`src/rtl/bws_pkg.sv`:
```
package bws_pkg;

    localparam int REG_W = 8;

    typedef enum logic [2:0] {
        CYC_MEM   = 3'd0,
        CYC_IO    = 3'd1,
        CYC_FETCH = 3'd2,
        CYC_VEC   = 3'd3,
        CYC_ACK   = 3'd4,
        CYC_RETI  = 3'd5,
        CYC_RSV6  = 3'd6,
        CYC_RSV7  = 3'd7
    } cyc_kind_e;

    localparam logic [REG_W-1:0] SEL_WAIT  = 8'd0;
    localparam logic [REG_W-1:0] SEL_MISC  = 8'd3;
    localparam logic [REG_W-1:0] MISC_MASK = 8'h1B;

    typedef struct packed {
        logic [REG_W-1:0] ptr;
        logic [REG_W-1:0] wcr;
        logic [REG_W-1:0] mcr;
    } regs_t;

endpackage

```
`src/rtl/bws_wait_decode.sv`:
```
module bws_wait_decode
    import bws_pkg::*;
#(
    parameter int CNT_W = 3
) (
    input  logic [REG_W-1:0] wcr,
    input  logic [2:0]       kind,
    output logic [CNT_W-1:0] waits
);

    logic [3:0] io_w;
    logic [3:0] mem_w;
    logic [3:0] fetch_w;
    logic [3:0] vec_w;
    logic [3:0] ack_w;
    logic [3:0] reti_w;
    logic [3:0] sel_w;

    always_comb begin
        io_w    = {1'b0, wcr[1:0], 1'b0};
        mem_w   = {2'b00, wcr[3:2]};
        fetch_w = mem_w + {3'b000, wcr[4]};
        vec_w   = {3'b000, wcr[5]};
        ack_w   = {1'b0, wcr[7:6], 1'b0};
        reti_w  = (wcr[7:6] == 2'b00) ? 4'd0 : (ack_w - 4'd2);
        case (cyc_kind_e'(kind))
            CYC_MEM:   sel_w = mem_w;
            CYC_IO:    sel_w = io_w;
            CYC_FETCH: sel_w = fetch_w;
            CYC_VEC:   sel_w = vec_w;
            CYC_ACK:   sel_w = ack_w;
            CYC_RETI:  sel_w = reti_w;
            default:   sel_w = 4'd0;
        endcase
        waits = CNT_W'(sel_w);
    end

endmodule

```
`src/rtl/bws_regs.sv`:
```
module bws_regs
    import bws_pkg::*;
#(
    parameter logic [REG_W-1:0] WCR_RESET = 8'hFF,
    parameter logic [REG_W-1:0] MCR_RESET = 8'h00
) (
    input  logic             clk,
    input  logic             rst_n,
    input  logic             sel_wr,
    input  logic [REG_W-1:0] sel_wdata,
    input  logic             cfg_wr,
    input  logic [REG_W-1:0] cfg_wdata,
    output logic [REG_W-1:0] ptr_q,
    output logic [REG_W-1:0] wcr_q,
    output logic [REG_W-1:0] mcr_q,
    output logic [REG_W-1:0] rdata
);

    regs_t r_d, r_q;

    always_comb begin
        r_d = r_q;
        if (sel_wr) begin
            r_d.ptr = sel_wdata;
        end
        if (cfg_wr) begin
            if (r_q.ptr == SEL_WAIT) begin
                r_d.wcr = cfg_wdata;
            end else if (r_q.ptr == SEL_MISC) begin
                r_d.mcr = cfg_wdata & MISC_MASK;
            end
        end
    end

    always_ff @(posedge clk or negedge rst_n) begin
        if (!rst_n) begin
            r_q <= '{ptr: '0, wcr: WCR_RESET, mcr: MCR_RESET & MISC_MASK};
        end else begin
            r_q <= r_d;
        end
    end

    always_comb begin
        if (r_q.ptr == SEL_WAIT) begin
            rdata = r_q.wcr;
        end else if (r_q.ptr == SEL_MISC) begin
            rdata = r_q.mcr;
        end else begin
            rdata = '0;
        end
    end

    assign ptr_q = r_q.ptr;
    assign wcr_q = r_q.wcr;
    assign mcr_q = r_q.mcr;

endmodule

```
`src/rtl/bws_wait_counter.sv`:
```
module bws_wait_counter #(
    parameter int CNT_W = 3
) (
    input  logic             clk,
    input  logic             rst_n,
    input  logic             start,
    input  logic [CNT_W-1:0] load_val,
    output logic [CNT_W-1:0] cnt_q,
    output logic             ready
);

    logic [CNT_W-1:0] cnt_d;

    always_comb begin
        cnt_d = cnt_q;
        if (cnt_q != '0) begin
            cnt_d = cnt_q - CNT_W'(1);
        end else if (start) begin
            cnt_d = load_val;
        end
    end

    always_ff @(posedge clk or negedge rst_n) begin
        if (!rst_n) begin
            cnt_q <= '0;
        end else begin
            cnt_q <= cnt_d;
        end
    end

    assign ready = (cnt_q == '0);

endmodule

```
`src/rtl/bus_wait_sequencer.sv`:
```
module bus_wait_sequencer
    import bws_pkg::*;
#(
    parameter logic [7:0] WCR_RESET = 8'hFF,
    parameter logic [7:0] MCR_RESET = 8'h00,
    parameter int         MAX_WAIT  = 7
) (
    input  logic       clk,
    input  logic       rst_n,
    input  logic       sel_wr,
    input  logic [7:0] sel_wdata,
    input  logic       cfg_wr,
    input  logic [7:0] cfg_wdata,
    output logic [7:0] cfg_rdata,
    input  logic       cyc_start,
    input  logic [2:0] cyc_kind,
    output logic       ready,
    output logic       cs0_en,
    output logic       cs1_en,
    output logic       rst_out_en,
    output logic       clk_div1
);

    localparam int CNT_W = $clog2(MAX_WAIT + 1);

    logic [REG_W-1:0] ptr_q;
    logic [REG_W-1:0] wcr_q;
    logic [REG_W-1:0] mcr_q;
    logic [CNT_W-1:0] load_val;
    logic [CNT_W-1:0] cnt_q;

    bws_regs #(
        .WCR_RESET (WCR_RESET),
        .MCR_RESET (MCR_RESET)
    ) u_regs (
        .clk       (clk),
        .rst_n     (rst_n),
        .sel_wr    (sel_wr),
        .sel_wdata (sel_wdata),
        .cfg_wr    (cfg_wr),
        .cfg_wdata (cfg_wdata),
        .ptr_q     (ptr_q),
        .wcr_q     (wcr_q),
        .mcr_q     (mcr_q),
        .rdata     (cfg_rdata)
    );

    bws_wait_decode #(
        .CNT_W (CNT_W)
    ) u_decode (
        .wcr   (wcr_q),
        .kind  (cyc_kind),
        .waits (load_val)
    );

    bws_wait_counter #(
        .CNT_W (CNT_W)
    ) u_counter (
        .clk      (clk),
        .rst_n    (rst_n),
        .start    (cyc_start),
        .load_val (load_val),
        .cnt_q    (cnt_q),
        .ready    (ready)
    );

    assign cs0_en     = mcr_q[0];
    assign cs1_en     = mcr_q[1];
    assign rst_out_en = ~mcr_q[3];
    assign clk_div1   = mcr_q[4];

endmodule

```
`config.mk`:
```
export PLATFORM = sky130hd
export DESIGN_NAME = bus_wait_sequencer
export DESIGN_NICKNAME = d
export VERILOG_FILES = /design/src/rtl/bws_pkg.sv /design/src/rtl/bws_wait_decode.sv /design/src/rtl/bws_regs.sv /design/src/rtl/bws_wait_counter.sv /design/src/rtl/bus_wait_sequencer.sv
export SDC_FILE = /design/constraint.sdc
export NUM_CORES = 1
export LEC_CHECK = 0
export CAP_MARGIN = 0
export CORE_MARGIN = 8
export CORE_UTILIZATION = 50
export DETAILED_ROUTE_END_ITERATION = 6
export PLACE_DENSITY = 0.83
export SYNTH_ARGS = -nofsm -noshare
export SYNTH_HDL_FRONTEND = slang
export SYNTH_HIERARCHICAL = 1
export SYNTH_SLANG_ARGS = --single-unit
```
`constraint.sdc`:
```
create_clock -name clk -period 3.14 [get_ports clk]
set_clock_uncertainty 0.05 [all_clocks]
set_input_delay 0.942 -clock clk [delete_from_list [all_inputs] [get_ports clk]]
set_output_delay 0.942 -clock clk [all_outputs]
set_load 0.02 [all_outputs]
```
==> flow_summary.json <==
{
  "crit_family": "buffers and inverters",
  "drive_gt1_share_pct": 34.31,
  "power.leakage_nw": 0.7643,
  "clock_latency_ns": 0.30,
  "antennaDiodeCount": 0,
  "area.growth.synth_to_final_pct": 35.16,
  "die_h_microns": 66.13,
  "hold_path_class": "flop to flop",
  "die_area_sq_um": 4373,
  "first_iter_violations": 56,
  "drt_pass1_iterations": 4,
  "yosysWarnings": 6,
  "cts_tree": "done",
  "fp.coreArea_sq_um": 2432,
  "cts-root-buf": "clkbuf_4",
  "port_buffers": 36,
  "crit_path_start": "u_regs/ptr_q[2]$_DFFE_PN0P_",
  "fin_nets": 166,
  "grt_use_total_pct": 12.52,
  "slew_headroom_pct": 76.08,
  "cts_buffers": 3,
  "setup_viol": 0,
  "ant_nets": 0,
  "num-fill-cells": 199,
  "fmax_mhz": 335.0,
  "min_path_cells": 1,
  "tns_ns": 0,
  "pre_cts_ws_ns": 0.2700,
  "critPathMaxStageDelay_ns": 0.60,
  "powerDensity_nw_per_um2": 434.9,
  "die_x_microns": 66.13,
  "cts_buffer_depth": 2,
  "multi_input_area_sq_um": 644.4,
  "syn-cell-area_sq_um": 1256,
  "critPathKind": "flop to output pin",
  "wl_mm": 2.686,
  "min_from": "u_counter/cnt_q[0]$_DFFE_PN0P_",
  "wl_per_cell_microns": 16.08,
  "r2r-end": "u_counter/cnt_q[2]$_DFFE_PN0P_",
  "worst_slack_ns": 0.1550,
  "grt_pass1_wl_mm": 4.388,
  "gr-total-overflow": 0,
  "fin_crit_sh_pct": 95.06,
  "grt_max_degree": 24,
  "rr_worst_depth": 6,
  "hold_path_end": "u_counter/cnt_q[0]$_DFFE_PN0P_",
  "ir_worst_vdd_mv": 0.3492,
  "cpMaxStageDelayCell": "clkdlybuf4s50_1",
  "rows": 18,
  "syn-instance-count": 96,
  "rr_startpoint": "u_regs/wcr_q[2]$_DFFE_PN1P_",
  "hold_viol_final": 0,
  "dr_total_vias": 929,
  "synth_area_per_cell_sq_um": 13.09,
  "whs_ns": 0.4435,
  "grt_pass1_vias": 1024,
  "worst_ep_required_time_ns": 2.15,
  "ios": 37,
  "antenna_found_initial": 0,
  "clkSinkCount": 23,
  "drv_cap": 0,
  "drc": 0,
  "setup.worst_path.start_class": "flop",
  "cts-hold-fix-buffers": 0,
  "syn-num-nets": 124,
  "crit_chain": "nor4_4 > buf_4 > and3_2 > clkdlybuf4s50_1",
  "clk_pin_slew_worst_paths_ns": 0.11,
  "r2r_slack_ns": 1.42,
  "hpwl_mm": 2.170,
  "rsz0062_at_grt": "no",
  "path_max_fanout": 9,
  "seqCellArea_sq_um": 585.6,
  "worstMarginPinSlew_ns": 0.3578,
  "critPathBufInv": 2,
  "gp_congestion": 0.7548,
  "h-tree-depth": 1,
  "viasPerCell": 5.563,
  "outcome": "finished, final reports clean",
  "initial_utilization_pct": 51.65,
  "worst_ep_arrival_time_ns": 1.99,
  "drv_slew": 0,
  "min_period_ns": 2.985,
  "worstSetupEndpointType": "output pin"
}
## layout by cell type (no fill, tap or decap)
master and instances:
clkbuf_1 1, dfrtp_1 15, nand3_4 1, nor2b_1 1, mux2_2 19, nand3_1 1, and3_1 1, mux2i_1 5
nand2_1 2, inv_1 3, dfstp_2 8, and4bb_2 1, nor2_1 7, buf_4 3, clkbuf_4 3, nand3_2 1
dlymetal6s2s_1 4, a22oi_1 4, nor2b_2 1, a32oi_1 1, and4b_2 1, or4_1 1, o21a_1 2, ha_1 4
o21ai_0 1, nand2b_1 1, mux2_4 2, nor4_4 2, clkdlybuf4s50_1 32, o211ai_1 1, nand3b_1 2, o31a_1 1
a22oi_2 1, and3_2 4
## power by group
| part | leakage (nW) | total, mW | internal, mW | switching [mW] |
|---|---|---|---|---|
| sequential | 0.267 | 0.395 | 0.353 | 0.0417 |
| combinational | 0.483 | 0.214 | 0.123 | 0.0907 |
| clock | 0.0150 | 0.130 | 0.0494 | 0.0802 |
## registers in the layout, summed over array words and instances (netlist names)
register	count
u_regs/mcr_q	4
u_regs/ptr_q	8
u_counter/cnt_q	3
u_regs/wcr_q	8
## metal layers
metal  vias up  GRT usage [%]  wire [microns]
li1        439              -               -
met1       453          14.42            1069
met2        35          21.71            1371
met3         2          4.068             232
met4         0          3.200              12
met5         -              0               0
## per-stage QoR
| stage | cells | power, mW | utilization [%] | instance area (sq um) |
|---|---|---|---|---|
| 2_1_floorplan | 96 | 0.5254 | - | 1256 |
| 6_report | 167 | 0.7385 | 69.80 | 1698 |
| 5_1_grt | 167 | 0.7850 | 69.80 | 1698 |
| 3_5_place_dp | 161 | 0.6168 | 67.70 | 1647 |
| 4_1_cts | 166 | 0.7486 | 69.08 | 1680 |
| 3_3_place_gp | 161 | 0.6031 | 67.70 | 1647 |
## timing repair
item,CTS,global route
setup endpoints to repair,8,8
pin swaps,1,1
setup buffers,1,1
gates resized for setup,0,4
## worst reg2reg max path, delay by kind of cell, from the launching register on
kind            cells  cell delay, ns
fa+ha+maj           2            0.37
simple gates        1            0.20
flops               1            0.40
compound gates      3            0.60
## worst max path at each step
stage,end,slack [ns],depth (start not counted)
after floorplan,cfg_rdata[0],0.84,3
after global placement,cfg_rdata[4],0.33,4
after detailed placement,cfg_rdata[3],0.27,4
after CTS,cfg_rdata[3],0.006,3
after global routing,cfg_rdata[7],0.07,4
final,cfg_rdata[7],0.15,4
## layout make-up
cell class                      instances  share of cell area [%]
Clock buffer                            4                   1.548
Inverter                                3                  0.6632
Multi-Input combinational cell         68                   37.95
Sequential cell                        23                   34.49
Tap cell                               30                   2.211
Timing Repair Buffer                   39                   23.14
No activity file was read; power rests on OpenSTA's default activity.
